File: src/rtl/colgen_pkg.sv
package colgen_pkg;
  // Burst-length codes; the values are decoded by colgen_len_decode.
  typedef enum logic [2:0] {
    BLC_ONE   = 3'b000,
    BLC_TWO   = 3'b001,
    BLC_FOUR  = 3'b010,
    BLC_EIGHT = 3'b011,
    BLC_PAGE  = 3'b111
  } blen_code_e;

  localparam int unsigned CODE_W = 3;
  localparam int unsigned MAX_FIXED_LOG2 = 3;
endpackage

File: src/rtl/colgen_len_decode.sv
module colgen_len_decode
  import colgen_pkg::*;
#(
  parameter int unsigned COL_W = 10
) (
  input  logic [CODE_W-1:0] code_i,
  input  logic              ilv_i,
  output logic              valid_o,
  output logic              page_o,
  output logic [COL_W-1:0]  mask_o
);
  // mask_o selects the column bits that move during a burst
  always_comb begin
    valid_o = 1'b1;
    page_o  = 1'b0;
    mask_o  = '0;
    case (code_i)
      BLC_ONE:   mask_o = '0;
      BLC_TWO:   mask_o = COL_W'(1);
      BLC_FOUR:  mask_o = COL_W'(3);
      BLC_EIGHT: mask_o = COL_W'(7);
      BLC_PAGE: begin
        // full page exists only for the upward order
        valid_o = !ilv_i;
        page_o  = !ilv_i;
        mask_o  = '1;
      end
      default: valid_o = 1'b0;
    endcase
  end
endmodule

File: src/rtl/colgen_beat_ctrl.sv
module colgen_beat_ctrl #(
  parameter int unsigned COL_W = 10
) (
  input  logic             clk,
  input  logic             rst,
  input  logic             start_i,
  input  logic [COL_W-1:0] start_col_i,
  input  logic             ilv_i,
  input  logic             term_i,
  input  logic             dec_valid_i,
  input  logic             dec_page_i,
  input  logic [COL_W-1:0] dec_mask_i,
  output logic             act_o,
  output logic             last_o,
  output logic             err_o,
  output logic             page_o,
  output logic             ilv_o,
  output logic [COL_W-1:0] mask_o,
  output logic [COL_W-1:0] base_o,
  output logic [COL_W-1:0] cnt_o,
  output logic             nxt_ilv_o,
  output logic [COL_W-1:0] nxt_mask_o,
  output logic [COL_W-1:0] nxt_base_o,
  output logic [COL_W-1:0] nxt_cnt_o
);
  logic             act_q, last_q, err_q, page_q, ilv_q;
  logic [COL_W-1:0] mask_q, base_q, cnt_q;
  logic             act_d, last_d, err_d, page_d, ilv_d;
  logic [COL_W-1:0] mask_d, base_d, cnt_d, cnt_inc;
  logic             accept, launch, running;

  assign cnt_inc = cnt_q + COL_W'(1);
  assign accept  = start_i && (!act_q || last_q);
  assign launch  = accept && dec_valid_i;
  assign running = act_q && !last_q;

  always_comb begin
    act_d  = 1'b0;
    last_d = 1'b0;
    err_d  = accept && !dec_valid_i;
    page_d = page_q;
    ilv_d  = ilv_q;
    mask_d = mask_q;
    base_d = base_q;
    cnt_d  = cnt_q;
    if (launch) begin
      act_d  = 1'b1;
      cnt_d  = '0;
      base_d = start_col_i;
      mask_d = dec_mask_i;
      ilv_d  = ilv_i;
      page_d = dec_page_i;
      last_d = !dec_page_i && (dec_mask_i == '0);
    end else if (running) begin
      act_d  = 1'b1;
      cnt_d  = cnt_inc;
      last_d = page_q ? term_i : (cnt_inc == mask_q);
    end
  end

  always_ff @(posedge clk) begin
    if (rst) begin
      act_q  <= 1'b0;
      last_q <= 1'b0;
      err_q  <= 1'b0;
      page_q <= 1'b0;
      ilv_q  <= 1'b0;
      mask_q <= '0;
      base_q <= '0;
      cnt_q  <= '0;
    end else begin
      act_q  <= act_d;
      last_q <= last_d;
      err_q  <= err_d;
      page_q <= page_d;
      ilv_q  <= ilv_d;
      mask_q <= mask_d;
      base_q <= base_d;
      cnt_q  <= cnt_d;
    end
  end

  assign act_o      = act_q;
  assign last_o     = last_q;
  assign err_o      = err_q;
  assign page_o     = page_q;
  assign ilv_o      = ilv_q;
  assign mask_o     = mask_q;
  assign base_o     = base_q;
  assign cnt_o      = cnt_q;
  assign nxt_ilv_o  = ilv_d;
  assign nxt_mask_o = mask_d;
  assign nxt_base_o = base_d;
  assign nxt_cnt_o  = cnt_d;

  AST_PAGE_UPWARD_ONLY: assert property (@(posedge clk) disable iff (rst)
    (act_q && page_q) |-> !ilv_q);
  AST_NO_GAP: assert property (@(posedge clk) disable iff (rst)
    (act_q && !last_q) |=> act_q);
  AST_BUSY_HOLDS_BASE: assert property (@(posedge clk) disable iff (rst)
    (act_q && !last_q) |=> $stable(base_q));
  AST_TERM_ENDS_PAGE: assert property (@(posedge clk) disable iff (rst)
    (act_q && !last_q && page_q && term_i) |=> last_q);
  AST_FIXED_IGNORES_TERM: assert property (@(posedge clk) disable iff (rst)
    (act_q && !last_q && !page_q && (cnt_inc != mask_q)) |=> !last_q);
  AST_ERR_NO_BURST: assert property (@(posedge clk) disable iff (rst)
    err_q |-> !act_q);
  AST_ERR_ONE_CYCLE: assert property (@(posedge clk) disable iff (rst)
    (err_q && !start_i) |=> !err_q);
  AST_LAST_IS_BEAT: assert property (@(posedge clk) disable iff (rst)
    last_q |-> act_q);
  AST_IDLE_AFTER_LAST: assert property (@(posedge clk) disable iff (rst)
    (last_q && !start_i) |=> !act_q);
endmodule

File: src/rtl/colgen_addr_map.sv
module colgen_addr_map #(
  parameter int unsigned COL_W = 10
) (
  input  logic [COL_W-1:0] base_i,
  input  logic [COL_W-1:0] cnt_i,
  input  logic [COL_W-1:0] mask_i,
  input  logic             ilv_i,
  output logic [COL_W-1:0] col_o
);
  logic [COL_W-1:0] sum;
  assign sum = base_i + cnt_i;

  // each bit is either frozen, counted or XOR-ordered
  for (genvar b = 0; b < COL_W; b++) begin : g_bit
    always_comb begin
      if (!mask_i[b])  col_o[b] = base_i[b];
      else if (ilv_i)  col_o[b] = base_i[b] ^ cnt_i[b];
      else             col_o[b] = sum[b];
    end
  end
endmodule

File: src/rtl/sdram_burst_colgen.sv
module sdram_burst_colgen
  import colgen_pkg::*;
#(
  parameter int unsigned COL_W = 10
) (
  input  logic              clk,
  input  logic              rst,
  input  logic              start_i,
  input  logic [COL_W-1:0]  start_col_i,
  input  logic [CODE_W-1:0] blen_code_i,
  input  logic              interleave_i,
  input  logic              terminate_i,
  output logic [COL_W-1:0]  col_o,
  output logic              col_vld_o,
  output logic              last_o,
  output logic              err_o
);
  logic             dec_valid, dec_page;
  logic [COL_W-1:0] dec_mask;
  logic             page_q, ilv_q, nxt_ilv;
  logic [COL_W-1:0] mask_q, base_q, cnt_q;
  logic [COL_W-1:0] nxt_mask, nxt_base, nxt_cnt, nxt_col;
  logic [COL_W-1:0] col_q;

  colgen_len_decode #(.COL_W(COL_W)) u_dec (
    .code_i  (blen_code_i),
    .ilv_i   (interleave_i),
    .valid_o (dec_valid),
    .page_o  (dec_page),
    .mask_o  (dec_mask)
  );

  colgen_beat_ctrl #(.COL_W(COL_W)) u_ctrl (
    .clk         (clk),
    .rst         (rst),
    .start_i     (start_i),
    .start_col_i (start_col_i),
    .ilv_i       (interleave_i),
    .term_i      (terminate_i),
    .dec_valid_i (dec_valid),
    .dec_page_i  (dec_page),
    .dec_mask_i  (dec_mask),
    .act_o       (col_vld_o),
    .last_o      (last_o),
    .err_o       (err_o),
    .page_o      (page_q),
    .ilv_o       (ilv_q),
    .mask_o      (mask_q),
    .base_o      (base_q),
    .cnt_o       (cnt_q),
    .nxt_ilv_o   (nxt_ilv),
    .nxt_mask_o  (nxt_mask),
    .nxt_base_o  (nxt_base),
    .nxt_cnt_o   (nxt_cnt)
  );

  colgen_addr_map #(.COL_W(COL_W)) u_map (
    .base_i (nxt_base),
    .cnt_i  (nxt_cnt),
    .mask_i (nxt_mask),
    .ilv_i  (nxt_ilv),
    .col_o  (nxt_col)
  );

  always_ff @(posedge clk) begin
    if (rst) col_q <= '0;
    else     col_q <= nxt_col;
  end
  assign col_o = col_q;

  AST_UPPER_BITS_FIXED: assert property (@(posedge clk) disable iff (rst)
    (col_vld_o && !last_o) |=> ((col_o & ~mask_q) == ($past(col_o) & ~mask_q)));
  AST_SEQ_STEP: assert property (@(posedge clk) disable iff (rst)
    (col_vld_o && !last_o && !ilv_q) |=>
      ((col_o & mask_q) == (COL_W'($past(col_o) + COL_W'(1)) & mask_q)));
  AST_XOR_ORDER: assert property (@(posedge clk) disable iff (rst)
    (col_vld_o && ilv_q) |-> (((col_o ^ base_q) & mask_q) == (cnt_q & mask_q)));
  AST_PAGE_WRAP: assert property (@(posedge clk) disable iff (rst)
    (col_vld_o && !last_o && page_q) |=> (col_o == COL_W'($past(col_o) + COL_W'(1))));
endmodule

File: config.mk
export PLATFORM = sky130hd
export DESIGN_NAME = sdram_burst_colgen
export DESIGN_NICKNAME = d
export VERILOG_FILES = /design/src/rtl/colgen_pkg.sv /design/src/rtl/colgen_len_decode.sv /design/src/rtl/colgen_beat_ctrl.sv /design/src/rtl/colgen_addr_map.sv /design/src/rtl/sdram_burst_colgen.sv
export SDC_FILE = /design/constraint.sdc
export NUM_CORES = 1
export LEC_CHECK = 0
export ABC_AREA = 1
export BUFFER_PORTS_ARGS = -buffer_cell sky130_fd_sc_hd__buf_2
export CORE_MARGIN = 8
export CORE_UTILIZATION = 30
export DETAILED_ROUTE_END_ITERATION = 10
export GPL_ROUTABILITY_DRIVEN = 0
export HOLD_SLACK_MARGIN = 0.05
export PLACE_DENSITY = 0.5
export REMOVE_ABC_BUFFERS = 1
export SKIP_LAST_GASP = 1
export SLEW_MARGIN = 15
export SYNTH_ARGS = -nofsm -noshare
export SYNTH_HDL_FRONTEND = slang
export SYNTH_SLANG_ARGS = --single-unit
File: constraint.sdc
create_clock -name clk -period 3.6 [get_ports clk]
set_input_delay 0.36 -clock clk [delete_from_list [all_inputs] [get_ports clk]]
set_output_delay 0.36 -clock clk [all_outputs]
set_load 0.005 [all_outputs]
## After elaboration in Yosys (flattened, before gate mapping)

Index checks and enable logic that the tools add are counted.

| cells by class | value |
|---|---|
| $add $sub $neg | 2 |
| $mul | 0 |
| divide/modulo/power cells | 0 |
| $lt $le $gt $ge | 0 |
| equal/unequal tests | 5 |
| shift-type cells | 0 |
| multiplexer cells | 33 |
| bitwise logic cells | 10 |
| reduce and logical (&&, ||, !) cells | 14 |

Operators with widths:

| kind | number |
|---|---|
| $mux W10 | 4 |
| $pmux W10 S4 | 1 |
| $mux W1 | 27 |
| $add A10 B1 Y10 const B | 1 |
| $add A10 B10 Y10 | 1 |
| $eq A10 B10 Y1 | 1 |
| $logic_not A10 Y1 | 1 |
| $xor A1 B1 Y1 | 10 |
| $eq A3 B2 Y1 const B | 2 |
| $logic_and A1 B1 Y1 | 5 |
| $logic_not A1 Y1 | 5 |
| $reduce_or A4 Y1 | 1 |
| $eq A3 B1 Y1 const B | 1 |
| $eq A3 B3 Y1 const B | 1 |
| $logic_not A3 Y1 | 1 |
| $pmux W1 S2 | 1 |
| $logic_or A1 B1 Y1 | 1 |

| word-level totals | value |
|---|---|
| flip-flop bits (word level) | 45 |
| latch bits | 0 |
| bits in writable memories | 0 |
| memory bits (read-only) | 0 |
| input bits | 18 |
| output and inout bits | 13 |
| logic and storage cells | 73 |
| memories kept | 0 |

## Longest topological paths before layout

| depth | value |
|---|---|
| depth after elaboration | 8 |
| mapped depth | 20 |
| depth with buffers taken out | 20 |

## Modules after synthesis

A second synthesis with hierarchy kept.

| unflattened totals | value |
|---|---|
| cell total of the unflattened synthesis | 471 |
| area total of the unflattened synthesis | 3064.2 um^2 |

Modules (own cells, without submodules):

| module | times used | cells an instance | area an instance (um^2) | seq. area each (um^2) |
|---|---|---|---|---|
| colgen_beat_ctrl | 1 | 311 | 2083.2 | 700.7 |
| colgen_addr_map | 1 | 113 | 596.8 | 0.0 |
| sdram_burst_colgen | 1 | 31 | 286.5 | 200.2 |
| colgen_len_decode | 1 | 16 | 97.6 | 0.0 |

## Worst setup path after synthesis

Ideal clock, no wire load.

| timing path | value |
|---|---|
| path type | reg-to-reg |
| from | reg u_ctrl.cnt_q[1] (netlist: u_ctrl.cnt_o[1]) |
| to | reg col_q[8] (netlist: col_o[8]) |
| library setup time | 113 ps |
| arrival time | 2250 ps |
| data required time | 3487 ps |
| path slack | 1237 ps |
| cell stages (with the launch flop) | 17 |
| buffers on the path | 0 |
| period minus slack after synthesis | 2363 ps |
| path through | dfxtp_1 ha_1 nand3_1 inv_1 nand2_1 nor2_1 xor2_1 o22ai_1 ha_1 nand2_1 inv_1 a221oi_1 o21ai_1 nand2_1 nor2_1 o21ai_1 inv_1 |

| between the ends | value |
|---|---|
| word-level cells in the longest chain between the ends | 6 |
| elaborated cells between the ends (all ways) | 7 |
| classes of those cells | add/sub (2); mux (4); bitwise (1) |

RTL lines:

| what | RTL line | source |
|---|---|---|
| start, declared | colgen_beat_ctrl.sv:27 | `logic [COL_W-1:0] mask_q, base_q, cnt_q;` |
| start signal, assigned | colgen_beat_ctrl.sv:79 | `cnt_q <= cnt_d;` |
| $add A10 B1 Y10 | colgen_beat_ctrl.sv:32 | `assign cnt_inc = cnt_q + COL_W'(1);` |
| $mux W10 | colgen_beat_ctrl.sv:54 | `end else if (running) begin` |
| $mux W10 | colgen_beat_ctrl.sv:46 | `if (launch) begin` |
| net nxt_cnt[6] | sdram_burst_colgen.sv:22 | `logic [COL_W-1:0] nxt_mask, nxt_base, nxt_cnt, nxt_col;` |
| $add A10 B10 Y10 | colgen_addr_map.sv:11 | `assign sum = base_i + cnt_i;` |
| $mux W1 | colgen_addr_map.sv:17 | `else if (ilv_i) col_o[b] = base_i[b] ^ cnt_i[b];` |
| $mux W1 | colgen_addr_map.sv:16 | `if (!mask_i[b]) col_o[b] = base_i[b];` |
| end signal, assigned | sdram_burst_colgen.sv:67 | `else col_q <= nxt_col;` |
| end, declared | sdram_burst_colgen.sv:23 | `logic [COL_W-1:0] col_q;` |

The timed path passes the listed nets, and every way through them passes these cells.
A chain may end at the register's enable or synchronous reset.

## Worst setup path in the final report

| timing path | value |
|---|---|
| from | reg u_ctrl.act_q (netlist: u_ctrl.act_o) |
| to | reg col_q[9] (netlist: col_o[9]) |

| between the ends | value |
|---|---|
| word-level cells in the longest chain between the ends | 8 |
| elaborated cells between the ends (all ways) | 14 |
| classes of those cells | add/sub (1); mux (7); bitwise (1); reduce/logical (5) |

RTL lines:

| what | RTL line | source |
|---|---|---|
| start, declared | colgen_beat_ctrl.sv:26 | `logic act_q, last_q, err_q, page_q, ilv_q;` |
| start signal, assigned | colgen_beat_ctrl.sv:72 | `act_q <= act_d;` |
| $logic_not A1 Y1 | colgen_beat_ctrl.sv:33 | `assign accept = start_i && (!act_q \|\| last_q);` |
| $logic_or A1 B1 Y1 | colgen_beat_ctrl.sv:33 |  |
| $logic_and A1 B1 Y1 | colgen_beat_ctrl.sv:33 |  |
| $logic_and A1 B1 Y1 | colgen_beat_ctrl.sv:34 | `assign launch = accept && dec_valid_i;` |
| $mux W10 | colgen_beat_ctrl.sv:46 |  |
| net nxt_base[1] | sdram_burst_colgen.sv:22 |  |
| $add A10 B10 Y10 | colgen_addr_map.sv:11 |  |
| $mux W1 | colgen_addr_map.sv:17 |  |
| $mux W1 | colgen_addr_map.sv:16 |  |

The timed path passes the listed nets, and every way through them passes these cells.

==> results.py <==
metrics = {
    "status": {
        "status": "completed",
    },
    "floorplanning": {
        "io_pins": 31,
        "core_area_um2": 8180,
        "die_y_um": 108,
        "start_util": 0.308,
        "die_area_um2": 11600,
        "rows": 33,
        "die_w_um": 108,
    },
    "route": {
        "ant_nets": 0,
        "detail_route.iter0.violations": 122,
        "drc": 0,
        "wl_per_cell_um": 12.1,
        "wl_um": 6080,
        "vias_per_cell": 4.43,
        "firstDrtPassIters": 4,
        "via_count": 2222,
    },
    "sta": {
        "hold_viol": 0,
        "min_period_ns": 2.82,
        "period_share": 0.784,
        "rsz0062_at_grt": "false",
        "clock.fmax_mhz": 354,
        "finClkSkew_ns": 0.00651,
        "tightest_slew_ns": 0.794,
        "fin_tns_setup_ns": 0,
        "finalSetupViolCount": 0,
        "timing.final.ws_setup_ns": 0.777,
        "maxSlewHeadroom": 0.468,
        "final_max_slew_viol_count": 0,
    },
    "logic_synthesis": {
        "synthTopCellsByArea": "dfxtp_1 36%, nand2_1 13%, inv_1 8.0%",
        "yosysMostFrequentCell": "nand2_1",
        "synth_top_area_frac": 0.357,
        "syn_avg_cell_area_um2": 6.85,
        "ys.flop_type": "dfxtp_1",
        "synth_commonest_cells": "87 x nand2_1, 54 x inv_1, 45 x dfxtp_1, 45 x nor2_1, 21 x a21oi_1",
        "yosys.area.top_type": "dfxtp_1",
        "yosysWarnings": 0,
        "syn_area_um2": 2520,
        "syn-instance-count": 368,
        "ys_types": 36,
        "synth_edf_count": 0,
        "ys_seq_area_frac": 0.357,
        "async_reset_ff_frac": 0,
        "synth-seq-cells": 45,
    },
    "cts": {
        "clock_path_buffers": 2,
        "cts_sinks": 45,
        "clk-insertion-delay-late_ns": 0.30,
        "cts_buffers": 5,
        "clkTransAtPathRegs_ns": 0.09,
        "hold_buffers": 0,
        "cts_tree": "done",
        "cts_resized": 0,
        "htreeDepth": 2,
        "ctsRootBufferMaster": "clkbuf_8",
        "post-cts-setup-buffers": 0,
    },
    "setup_path": {
        "cp-endpoint": "col_o[9]",
        "arrival_ns": 3.03,
        "cp-start-kind": "flop",
        "worstPathRequired_ns": 3.81,
        "crit_path_start": "u_ctrl.act_o",
        "reg2regPathDepth": 19,
        "path_class": "flop to flop",
        "r2r-end": "col_o[9]",
        "r2r_start": "u_ctrl.act_o",
        "regToRegSetupSlack_ns": 0.78,
        "worst_setup_path_end_kind": "flop",
        "cp_max_fo": 32,
    },
    "layout": {
        "nets": 423,
        "drive_gt1_frac": 0.154,
        "final_cell_area_um2": 2880,
        "post-route-util": 0.353,
        "diodes": 0,
        "fillers": 896,
        "syn_to_final_growth_pct": 14.4,
    },
    "place": {
        "dpl_worst_slack_ns": 0.823,
        "io_buffers": 30,
        "placed_area_um2": 2750,
        "hpwlAfterDp_um": 4470,
    },
    "power": {
        "comb_power_share": 0.172,
        "internal_power_w": 0.000876,
        "p_clk_frac": 0.382,
        "p_leak_nw": 1.43,
        "seqPwrFrac": 0.446,
        "switching_share": 0.276,
        "power_density_nw_per_um2": 419,
        "switchingPower_w": 0.000334,
        "peakVddDrop_mv": 0.144,
    },
    "job": {
        "maxCapViolations": 0,
    },
    "global_route": {
        "grt_pass1_vias": 2193,
        "antenna_found_initial": 0,
        "track_usage": 0.112,
        "grt_max_degree": 37,
        "overflow": 0,
        "grt_pass1_wl_um": 10400,
    },
    "worst_hold_path": {
        "hp-class": "input port to flop",
    },
}
[registers in the layout (all words and copies together) (netlist names)]
| name | count |
|---|---|
| col_o | 10 |
| u_ctrl.base_o | 10 |
| u_ctrl.cnt_o | 10 |
| u_ctrl.mask_o | 10 |
| u_ctrl.act_o | 1 |
| u_ctrl.err_o | 1 |
| u_ctrl.ilv_o | 1 |
| u_ctrl.last_o | 1 |
| u_ctrl.page_o | 1 |
[critical path, cell delays in order, from the launching register on]
cell and delay (ns):
dfxtp_1 0.34, inv_1 0.06, nor2_4 0.30, nor2_4 0.09, nand2_4 0.08, buf_4 0.33
nand2_1 0.09, o21ai_1 0.19, ha_1 0.30, a21o_1 0.19, nand2_1 0.06, nand2_1 0.08
nand3_2 0.09, nand2_2 0.07, nand3_1 0.12, nand2_1 0.07, nand2_1 0.08, nand3_1 0.07
nand2_1 0.06, nand2_1 0.04
[cell usage in the layout (no fill, tap or decap)]
| master | count |
|---|---|
| mux2i_1 | 1 |
| a21oi_1 | 21 |
| a21o_1 | 1 |
| nand3b_1 | 3 |
| o21ai_1 | 10 |
| nand2_4 | 1 |
| inv_2 | 4 |
| nand4_1 | 4 |
| nand2_1 | 87 |
| o22ai_1 | 4 |
| or2_2 | 3 |
| nand3_1 | 19 |
| inv_1 | 54 |
| bufinv_16 | 2 |
| ha_1 | 8 |
| xnor2_1 | 5 |
| nor4_1 | 1 |
| nand3_2 | 3 |
| nor3_1 | 4 |
| nor2_2 | 2 |
| clkbuf_8 | 5 |
| o22a_1 | 1 |
| nor2_4 | 5 |
| fa_1 | 1 |
| nor2_1 | 45 |
| clkinv_2 | 1 |
| a22o_1 | 1 |
| nor3_2 | 1 |
| nand2_2 | 3 |
| a221oi_1 | 1 |
| xor2_1 | 8 |
| buf_2 | 30 |
| dfxtp_1 | 45 |
| o21ai_0 | 11 |
| buf_4 | 1 |
| o211ai_1 | 1 |
[power by group through the flow]
stage	sequential (W)	clock [W]	combinational, W
5_1_grt	0.000543	0.000493	0.000240
3_5_place_dp	0.000551	0	0.000210
2_1_floorplan	0.000550	0	0.000142
4_1_cts	0.000539	0.000476	0.000211
6_report	0.000539	0.000462	0.000208
3_3_place_gp	0.000550	0	0.000211
[area by class of cell]
type / instances / area [um2] / area share
sequential: 45 / 901 / 0.312
multi-input combinational: 255 / 1340 / 0.466
clock inverter: 3 / 65.1 / 0.0226
timing repair buffer: 31 / 158 / 0.0547
clock buffer: 5 / 68.8 / 0.0239
tap: 105 / 131 / 0.0456
inverter: 58 / 218 / 0.0755
[through the flow]
stage / hold WS (ns) / total power, W / instances
floorplan: 0.429 / 0.000692 / 358
detailed placement: 0.529 / 0.000761 / 494
global route: 0.405 / 0.00128 / 502
global placement: 0.522 / 0.000761 / 494
CTS: 0.368 / 0.00123 / 502
finish: 0.374 / 0.00121 / 502
[per-layer routing]
metal  share of wire  wire length (um)  GRT usage
met3           0.035               210     0.0210
met4           0.016                99     0.0505
met2            0.46              2810      0.186
met5               0                 0          0
met1            0.49              2960      0.136
[kinds of logic (layout without fill, tap and decap cells)]
group | Yosys count | in the layout | synth area share
buffers and inverters | 68 | 97 | 0.110
adder cells (fa/ha/maj) | 9 | 9 | 0.0477
AO/OA/AOI/OAI | 51 | 51 | 0.110
flip-flops | 45 | 45 | 0.357
AND/OR/NAND/NOR | 181 | 181 | 0.326
multiplexers | 1 | 1 | 0.00397
XOR/XNOR | 13 | 13 | 0.0452
[worst min path at each step]
| stage | startpoint | end | slack [ns] | depth (start not counted) |
|---|---|---|---|---|
| floorplan | rst | u_ctrl.cnt_o[7] | 0.43 | 1 |
| detailed placement | u_ctrl.cnt_o[8] | u_ctrl.cnt_o[8] | 0.53 | 2 |
| global route | start_col_i[9] | u_ctrl.base_o[9] | 0.41 | 3 |
| finish | start_col_i[9] | u_ctrl.base_o[9] | 0.37 | 3 |
| CTS | start_col_i[9] | u_ctrl.base_o[9] | 0.37 | 3 |
| global placement | u_ctrl.page_o | u_ctrl.page_o | 0.52 | 2 |
No activity file was read; power rests on OpenSTA's default activity.
